<file path="src/rtl/dsr_pkg.sv">
package dsr_pkg;
  localparam int NUM_CAUSE = 8;
  localparam int NUM_ERR   = 4;
  localparam int CODE_W    = 5;
  localparam int VER_W     = 3;

  localparam int CAUSE_LSB = 0;
  localparam int B_MODE    = 8;
  localparam int B_DSLOT   = 9;
  localparam int B_STEP    = 10;
  localparam int B_NOSTEP  = 11;
  localparam int B_INH     = 12;
  localparam int PEND_LSB  = 13;
  localparam int B_DOZE    = 17;
  localparam int B_HALT    = 18;
  localparam int B_CNT     = 19;
  localparam int B_LDST    = 20;
  localparam int B_NODSEG  = 21;
  localparam int CODE_LSB  = 22;
  localparam int VER_LSB   = 27;
  localparam int LOW_W     = 32;

  typedef enum logic [1:0] {
    ERR_FETCH = 2'd0,
    ERR_DBUS  = 2'd1,
    ERR_CACHE = 2'd2,
    ERR_MCHK  = 2'd3
  } err_idx_e;
endpackage

</file>
<file path="src/rtl/dsr_cause.sv">
module dsr_cause
  import dsr_pkg::*;
(
  input  logic                 clk,
  input  logic                 rst_n,
  input  logic [NUM_CAUSE-1:0] cause_ev_i,
  input  logic                 dm_exc_i,
  input  logic [CODE_W-1:0]    dm_code_i,
  output logic [NUM_CAUSE-1:0] cause_o,
  output logic [CODE_W-1:0]    code_o
);
  logic [NUM_CAUSE-1:0] cause_q, cause_d;
  logic                 cause_en;
  logic [CODE_W-1:0]    code_q;

  always_comb begin
    cause_en = dm_exc_i | (|cause_ev_i);
    if (dm_exc_i) cause_d = cause_ev_i;
    else          cause_d = cause_q | cause_ev_i;
  end

  always_ff @(posedge clk or negedge rst_n) begin
    if (!rst_n) begin
      cause_q <= '0;
      code_q  <= '0;
    end else begin
      if (cause_en) cause_q <= cause_d;
      if (dm_exc_i) code_q  <= dm_code_i;
    end
  end

  assign cause_o = cause_q;
  assign code_o  = code_q;


  cause_wipe_chk: assert property (@(posedge clk) disable iff (!rst_n)
    (dm_exc_i && cause_ev_i == '0) |=> cause_q == '0);

  cause_sticky_chk: assert property (@(posedge clk) disable iff (!rst_n)
    !dm_exc_i |=> (cause_q & $past(cause_q)) == $past(cause_q));
endmodule

</file>
<file path="src/rtl/dsr_defer.sv">
module dsr_defer
  import dsr_pkg::*;
(
  input  logic               clk,
  input  logic               rst_n,
  input  logic               set_inh_i,
  input  logic               dret_i,
  input  logic               sw_inh_wr_i,
  input  logic               sw_inh_val_i,
  input  logic [NUM_ERR-1:0] sw_pend_i,
  input  logic [NUM_ERR-1:0] err_ev_i,
  output logic               inh_o,
  output logic [NUM_ERR-1:0] pend_o,
  output logic [NUM_ERR-1:0] req_o
);
  logic               inh_q, inh_d, inh_en;
  logic [NUM_ERR-1:0] pend_q;
  logic [NUM_ERR-1:0] grant;

  always_comb begin
    inh_en = set_inh_i | dret_i | sw_inh_wr_i;
    if (set_inh_i)   inh_d = 1'b1;
    else if (dret_i) inh_d = 1'b0;
    else             inh_d = sw_inh_val_i;
  end

  always_ff @(posedge clk or negedge rst_n) begin
    if (!rst_n)      inh_q <= 1'b0;
    else if (inh_en) inh_q <= inh_d;
  end

  // fixed priority: the highest index wins
  always_comb begin
    grant = '0;
    for (int i = 0; i < NUM_ERR; i++) begin
      if (pend_q[i]) begin
        grant    = '0;
        grant[i] = 1'b1;
      end
    end
  end

  assign req_o = inh_q ? '0 : grant;

  for (genvar g = 0; g < NUM_ERR; g++) begin : g_pend
    logic pend_d, pend_en;
    always_comb begin
      pend_en = req_o[g] | err_ev_i[g] | sw_pend_i[g];
      pend_d  = err_ev_i[g] | sw_pend_i[g];
    end
    always_ff @(posedge clk or negedge rst_n) begin
      if (!rst_n)       pend_q[g] <= 1'b0;
      else if (pend_en) pend_q[g] <= pend_d;
    end


    pend_clear_chk: assert property (@(posedge clk) disable iff (!rst_n)
      (req_o[g] && !err_ev_i[g] && !sw_pend_i[g]) |=> !pend_q[g]);

    pend_set_chk: assert property (@(posedge clk) disable iff (!rst_n)
      (err_ev_i[g] || sw_pend_i[g]) |=> pend_q[g]);
  end

  assign inh_o  = inh_q;
  assign pend_o = pend_q;


  req_onehot_chk: assert property (@(posedge clk) disable iff (!rst_n)
    $onehot0(req_o));

  req_held_chk: assert property (@(posedge clk) disable iff (!rst_n)
    set_inh_i |=> req_o == '0);
endmodule

</file>
<file path="src/rtl/dsr_ctrl.sv">
module dsr_ctrl #(
  parameter bit NO_STEP = 1'b0
) (
  input  logic clk,
  input  logic rst_n,
  input  logic entry_i,
  input  logic dret_i,
  input  logic dslot_i,
  input  logic doze_i,
  input  logic halt_i,
  input  logic wr_en_i,
  input  logic wr_step_i,
  input  logic wr_cnt_i,
  input  logic wr_ldst_i,
  output logic mode_o,
  output logic dslot_o,
  output logic doze_o,
  output logic halt_o,
  output logic step_o,
  output logic cnt_o,
  output logic ldst_o
);
  logic mode_q, mode_d, mode_en;
  logic dslot_q, doze_q, halt_q, cnt_q, ldst_q;

  always_comb begin
    mode_en = entry_i | dret_i;
    mode_d  = entry_i;
  end

  always_ff @(posedge clk or negedge rst_n) begin
    if (!rst_n) begin
      mode_q  <= 1'b0;
      dslot_q <= 1'b0;
      doze_q  <= 1'b0;
      halt_q  <= 1'b0;
      cnt_q   <= 1'b0;
      ldst_q  <= 1'b0;
    end else begin
      if (mode_en) mode_q <= mode_d;
      if (entry_i) begin
        dslot_q <= dslot_i;
        doze_q  <= doze_i;
        halt_q  <= halt_i;
      end
      if (wr_en_i) begin
        cnt_q  <= wr_cnt_i;
        ldst_q <= wr_ldst_i;
      end
    end
  end

  if (NO_STEP) begin : g_nostep
    assign step_o = 1'b0;
  end else begin : g_step
    logic step_q;
    always_ff @(posedge clk or negedge rst_n) begin
      if (!rst_n)       step_q <= 1'b0;
      else if (wr_en_i) step_q <= wr_step_i;
    end
    assign step_o = step_q;


    step_wr_chk: assert property (@(posedge clk) disable iff (!rst_n)
      wr_en_i |=> step_q == $past(wr_step_i));
  end

  assign mode_o  = mode_q;
  assign dslot_o = dslot_q;
  assign doze_o  = doze_q;
  assign halt_o  = halt_q;
  assign cnt_o   = cnt_q;
  assign ldst_o  = ldst_q;


  mode_exit_chk: assert property (@(posedge clk) disable iff (!rst_n)
    (dret_i && !entry_i) |=> !mode_q);
endmodule

</file>
<file path="src/rtl/dbg_status_reg.sv">
module dbg_status_reg
  import dsr_pkg::*;
#(
  parameter int         DATA_W  = 64,
  parameter logic [2:0] VER     = 3'd2,
  parameter bit         NO_STEP = 1'b0,
  parameter bit         NO_DSEG = 1'b0
) (
  input  logic                 clk,
  input  logic                 rst_n,
  input  logic                 dbg_entry_i,
  input  logic                 dslot_i,
  input  logic                 doze_i,
  input  logic                 halt_i,
  input  logic                 dm_exc_i,
  input  logic [CODE_W-1:0]    dm_code_i,
  input  logic                 dret_i,
  input  logic [NUM_CAUSE-1:0] cause_ev_i,
  input  logic [NUM_ERR-1:0]   err_ev_i,
  input  logic                 wr_en_i,
  input  logic [DATA_W-1:0]    wr_data_i,
  output logic [DATA_W-1:0]    rd_data_o,
  output logic                 dbg_mode_o,
  output logic                 step_en_o,
  output logic [NUM_ERR-1:0]   err_req_o
);
  localparam int HI_W = DATA_W - LOW_W;

  logic [NUM_CAUSE-1:0] cause;
  logic [CODE_W-1:0]    code;
  logic                 inh;
  logic [NUM_ERR-1:0]   pend;
  logic [NUM_ERR-1:0]   sw_pend;
  logic                 mode, dslot, doze, halt, step, cnt, ldst;
  logic [LOW_W-1:0]     low_word;

  assign sw_pend = wr_en_i ? wr_data_i[PEND_LSB +: NUM_ERR] : '0;

  dsr_cause u_cause (
    .clk        (clk),
    .rst_n      (rst_n),
    .cause_ev_i (cause_ev_i),
    .dm_exc_i   (dm_exc_i),
    .dm_code_i  (dm_code_i),
    .cause_o    (cause),
    .code_o     (code)
  );

  dsr_defer u_defer (
    .clk          (clk),
    .rst_n        (rst_n),
    .set_inh_i    (dbg_entry_i | dm_exc_i),
    .dret_i       (dret_i),
    .sw_inh_wr_i  (wr_en_i & mode),
    .sw_inh_val_i (wr_data_i[B_INH]),
    .sw_pend_i    (sw_pend),
    .err_ev_i     (err_ev_i),
    .inh_o        (inh),
    .pend_o       (pend),
    .req_o        (err_req_o)
  );

  dsr_ctrl #(.NO_STEP(NO_STEP)) u_ctrl (
    .clk       (clk),
    .rst_n     (rst_n),
    .entry_i   (dbg_entry_i),
    .dret_i    (dret_i),
    .dslot_i   (dslot_i),
    .doze_i    (doze_i),
    .halt_i    (halt_i),
    .wr_en_i   (wr_en_i),
    .wr_step_i (wr_data_i[B_STEP]),
    .wr_cnt_i  (wr_data_i[B_CNT]),
    .wr_ldst_i (wr_data_i[B_LDST]),
    .mode_o    (mode),
    .dslot_o   (dslot),
    .doze_o    (doze),
    .halt_o    (halt),
    .step_o    (step),
    .cnt_o     (cnt),
    .ldst_o    (ldst)
  );

  always_comb begin
    low_word                          = '0;
    low_word[CAUSE_LSB +: NUM_CAUSE]  = cause;
    low_word[B_MODE]                  = mode;
    low_word[B_DSLOT]                 = dslot;
    low_word[B_STEP]                  = step;
    low_word[B_NOSTEP]                = NO_STEP;
    low_word[B_INH]                   = inh;
    low_word[PEND_LSB +: NUM_ERR]     = pend;
    low_word[B_DOZE]                  = doze;
    low_word[B_HALT]                  = halt;
    low_word[B_CNT]                   = cnt;
    low_word[B_LDST]                  = ldst;
    low_word[B_NODSEG]                = NO_DSEG;
    low_word[CODE_LSB +: CODE_W]      = code;
    low_word[VER_LSB +: VER_W]        = VER;
  end

  assign rd_data_o  = {{HI_W{1'b0}}, low_word};
  assign dbg_mode_o = mode;
  assign step_en_o  = step;


  entry_sets_chk: assert property (@(posedge clk) disable iff (!rst_n)
    dbg_entry_i |=> (dbg_mode_o && rd_data_o[B_INH]));

  inh_locked_chk: assert property (@(posedge clk) disable iff (!rst_n)
    (!dbg_mode_o && !dbg_entry_i && !dm_exc_i && !dret_i) |=> $stable(rd_data_o[B_INH]));
endmodule

</file>
<file path="config.mk">
export PLATFORM = sky130hd
export DESIGN_NAME = dbg_status_reg
export DESIGN_NICKNAME = d
export VERILOG_FILES = /design/src/rtl/dsr_pkg.sv /design/src/rtl/dsr_cause.sv /design/src/rtl/dsr_defer.sv /design/src/rtl/dsr_ctrl.sv /design/src/rtl/dbg_status_reg.sv
export SDC_FILE = /design/constraint.sdc
export NUM_CORES = 1
export LEC_CHECK = 0
export ABC_AREA = 1
export ABC_CLOCK_PERIOD_IN_PS = 2300
export BUFFER_PORTS_ARGS = -buffer_cell sky130_fd_sc_hd__buf_2
export CAP_MARGIN = 10
export CORE_MARGIN = 3
export CORE_UTILIZATION = 36
export CTS_CLUSTER_DIAMETER = 50
export CTS_CLUSTER_SIZE = 25
export DETAILED_ROUTE_END_ITERATION = 7
export PLACE_DENSITY = 0.83
export SETUP_SLACK_MARGIN = 0.4
export SLEW_MARGIN = 25
export SYNTH_ARGS = -nofsm -noshare
export SYNTH_HDL_FRONTEND = slang
export SYNTH_SLANG_ARGS = --single-unit
</file>
<file path="constraint.sdc">
create_clock -name clk -period 2.3 [get_ports clk]
set_input_delay 0.46 -clock clk [delete_from_list [all_inputs] [get_ports clk]]
set_output_delay 0.46 -clock clk [all_outputs]
set_load 0.02 [all_outputs]
</file>
==> results_dict.tcl <==
set metrics [dict create \
    run_status "finished clean" \
    cts_tree "done" \
    p_int_w 0.000663 \
    fin_setup_tns_ps 0 \
    avgSynthCellArea_um2 9.56 \
    crit-reg2reg-launch "u_defer.inh_o" \
    irDropWorstVdd_mv 0.346 \
    antennaDiodeCount 0 \
    postCtsHoldBufs 0 \
    detail_route.drc_violations 0 \
    grt_max_degree 26 \
    final_max_slew_viol_count 0 \
    synth-seq-cells 25 \
    part_of_the_power_in_the_clock_network 0.260 \
    synth.top_cells.by_area "sky130_fd_sc_hd__dfrtp_1, sky130_fd_sc_hd__buf_4, sky130_fd_sc_hd__mux2_2, sky130_fd_sc_hd__nand2_1, sky130_fd_sc_hd__inv_1" \
    placed_cells_incl_taps 240 \
    power.combinational.fraction 0.231 \
    maxClockFrequency_ghz 0.606 \
    clock-skew-final_ps 0.768 \
    hold_violations 0 \
    row_count 21 \
    finalSetupViolCount 0 \
    power_leakage_nw 0.934 \
    detail-route-antenna-nets 0 \
    critical_path.reg2reg.endpoint "u_defer.pend_o[0]" \
    grt_overall_usage 0.0956 \
    post_cts.repair.setup_buffers 0 \
    grt_remaining_overflow 0 \
    swShare 0.309 \
    gp_routability_congestion 0.734 \
    max_slew.worst_pin.slew_ps 539 \
    post-synth-top-area-fraction 0.461 \
    first_pass_iters 2 \
    postSynthCellCount 142 \
    hold_class "in -> async" \
    avgViaCountPerCell 3.77 \
    grt_pass1_wl_um 3310 \
    timing.max_slew.rel_slack 0.641 \
    ys_types 14 \
    r2r_cells 4 \
    unrepaired_setup_endpoints_after_global_routing "no" \
    cts.root.buffer_cell "sky130_fd_sc_hd__clkbuf_8" \
    cts-root-to-sink-buffers 2 \
    clock_sink_count 25 \
    postRouteWirelength_um 2320 \
    setup.worst_path.end_class "primary output" \
    power_frac_seq 0.508 \
    slowest_delay_ps 420 \
    top_delay_family_on_crit_path "flip-flops" \
    port_buffers 64 \
    crit_slowest_cell "sky130_fd_sc_hd__dfrtp_1" \
    startpoint_type "flip-flop" \
    crit_fanout 5 \
    vias 920 \
    die_width_um 67.4 \
    power_density_normalized_to_cell_area_mw_per_mm2 620 \
    first_global_vias 747 \
    arrival_ps 1190 \
    min_period_ps 1650 \
    core-area_mm2 0.00349 \
    grt.met1_usage 0.103 \
    cts.clk_slew.worst_paths_ps 80 \
    cp.depth 4 \
    design_power_total_w 0.000959 \
    final_net_count 289 \
    finalInstanceArea_mm2 0.00155 \
    share_of_cells_above_drive_strength_1 0.379 \
    antenna_found_initial 0 \
    insertion_delay_ps 260 \
    routedWlPerCell_um 9.51 \
    finalCritPeriodShare 0.717 \
    flow.area_growth_from_synthesis_pct 14.0 \
    required_ps 1840 \
    die_area_mm2 0.00454 \
    final_std_cells_w_o_fill 244 \
    yosys_warnings 0 \
    h-tree-depth 1 \
    drt_first_iter_violations 19 \
    die_h_um 67.4 \
    fraction_of_the_yosys_area_taken_by_sequential_cells 0.461 \
    crit_top_cell "sky130_fd_sc_hd__nor2_1" \
    netlist_area_mm2 0.00136 \
    top_usage_layer "met2" \
    final_hpwl_from_detailed_placement_um 1920 \
    worstSetupStartpoint "u_defer.inh_o" \
    cts-resized-gates 0 \
    rrSetupSlack_ps 1380 \
    worstSetupPathType "reg -> out" \
    hold_slack_ps 172 \
    timing.critical_path.cells "nor2_1 -> nand2_1 -> nor2_1 -> buf_2" \
    cp-endpoint "err_req_o[1]" \
    numCtsBuffers 3 \
    critical_path_buf_inv_count 1 \
    maxCapViolCount 0 \
    initial_core_util 0.388 \
    met3_usage 0.0399 \
    floorplan.io_pins 160 \
    synth_area_leader_cell "sky130_fd_sc_hd__dfrtp_1" \
    met2_usage 0.173 \
    p_switching_w 0.000296 \
    post_dp_cell_area_mm2 0.00150 \
]
cell usage after synthesis:
| library cell | number |
|---|---|
| sky130_fd_sc_hd__buf_4 | 48 |
| sky130_fd_sc_hd__dfrtp_1 | 25 |
| sky130_fd_sc_hd__nand2_1 | 19 |
| sky130_fd_sc_hd__inv_1 | 16 |
| sky130_fd_sc_hd__o21bai_1 | 8 |
| sky130_fd_sc_hd__mux2_2 | 7 |
| sky130_fd_sc_hd__nor2_1 | 6 |
| sky130_fd_sc_hd__a21oi_1 | 4 |
| sky130_fd_sc_hd__o21ai_0 | 3 |
| sky130_fd_sc_hd__conb_1 | 2 |
| sky130_fd_sc_hd__buf_6 | 1 |
| sky130_fd_sc_hd__mux2_4 | 1 |
| sky130_fd_sc_hd__nand3_1 | 1 |
| sky130_fd_sc_hd__nor3_1 | 1 |
power groups by stage:
stage	Sequential, W	Combinational (W)	Clock (W)
CTS	0.000488	0.000224	0.000265
finish	0.000487	0.000222	0.000250
global route	0.000493	0.000242	0.000282
detailed placement	0.000496	0.000224	0
global placement	0.000496	0.000221	0
floorplan	0.000523	0.000186	0
kinds of logic (layout without fill, tap and decap cells):
group	Yosys count	in the layout	synth area share
DFF	25	25	0.461
AOI/OAI and AO/OA	15	15	0.0700
buffers and inverters	65	84	0.318
other	2	39	0.00553
muxes	8	8	0.0691
and+or+nand+nor	27	27	0.0765
sequential cells by signal (all words and copies together), names as in the netlist:
register / count
u_ctrl.step_o: 1
u_ctrl.dslot_o: 1
u_defer.inh_o: 1
u_ctrl.halt_o: 1
u_ctrl.mode_o: 1
u_ctrl.doze_o: 1
u_defer.pend_o: 4
u_cause.cause_o: 8
u_ctrl.ldst_o: 1
u_cause.code_o: 5
u_ctrl.cnt_o: 1
final cells by class:
class | instances | area, µm²
inverters | 16 | 60.1
clock buffers | 4 | 45.0
well taps | 46 | 57.6
flip-flops and latches | 25 | 626
fillers | 370 | 1950
repair buffers | 64 | 320
multi-input cells | 89 | 439
per-stage QoR:
stage | worst slack [ps] | utilization
floorplan | 840 | -
global placement | 937 | 0.430
detailed placement | 932 | 0.430
CTS | 628 | 0.443
global route | 524 | 0.443
finish | 651 | 0.443
per-layer routing:
layer | part of all wire | vias up | wire [µm]
met5 | 0 | - | 0
met4 | 0 | 0 | 0
met3 | 0.12 | 0 | 284
met2 | 0.50 | 58 | 1160
met1 | 0.38 | 400 | 874
li1 | - | 462 | -
worst reg2reg max path, cell delays in order (launching register included):
cell	delay (ps)
sky130_fd_sc_hd__dfrtp_1	420
sky130_fd_sc_hd__nor2_1	160
sky130_fd_sc_hd__nand3_1	110
sky130_fd_sc_hd__nand2_1	70
sky130_fd_sc_hd__nand2_1	50
worst min path at each step:
stage	startpoint	cells after the start	endpoint	slack, ps
floorplan	rst_n	0	u_cause.cause_o[0]	160
global placement	u_ctrl.doze_o	2	u_ctrl.doze_o	460
detailed placement	u_ctrl.dslot_o	2	u_ctrl.dslot_o	470
CTS	rst_n	1	u_defer.pend_o[1]	190
global route	rst_n	1	u_defer.pend_o[1]	210
finish	rst_n	1	u_defer.pend_o[1]	170
cell usage in the layout, fill, tap and decap left out, types with 3 or more instances in the layout:
cell type                   n
sky130_fd_sc_hd__nor2_1     6
sky130_fd_sc_hd__conb_1    39
sky130_fd_sc_hd__inv_1     16
sky130_fd_sc_hd__clkbuf_8   3
sky130_fd_sc_hd__a21oi_1    4
sky130_fd_sc_hd__nand2_1   19
sky130_fd_sc_hd__mux2_2     7
sky130_fd_sc_hd__o21bai_1   8
sky130_fd_sc_hd__o21ai_0    3
sky130_fd_sc_hd__dfrtp_1   25
sky130_fd_sc_hd__buf_2     64
Power figures use the tool's default switching activity.
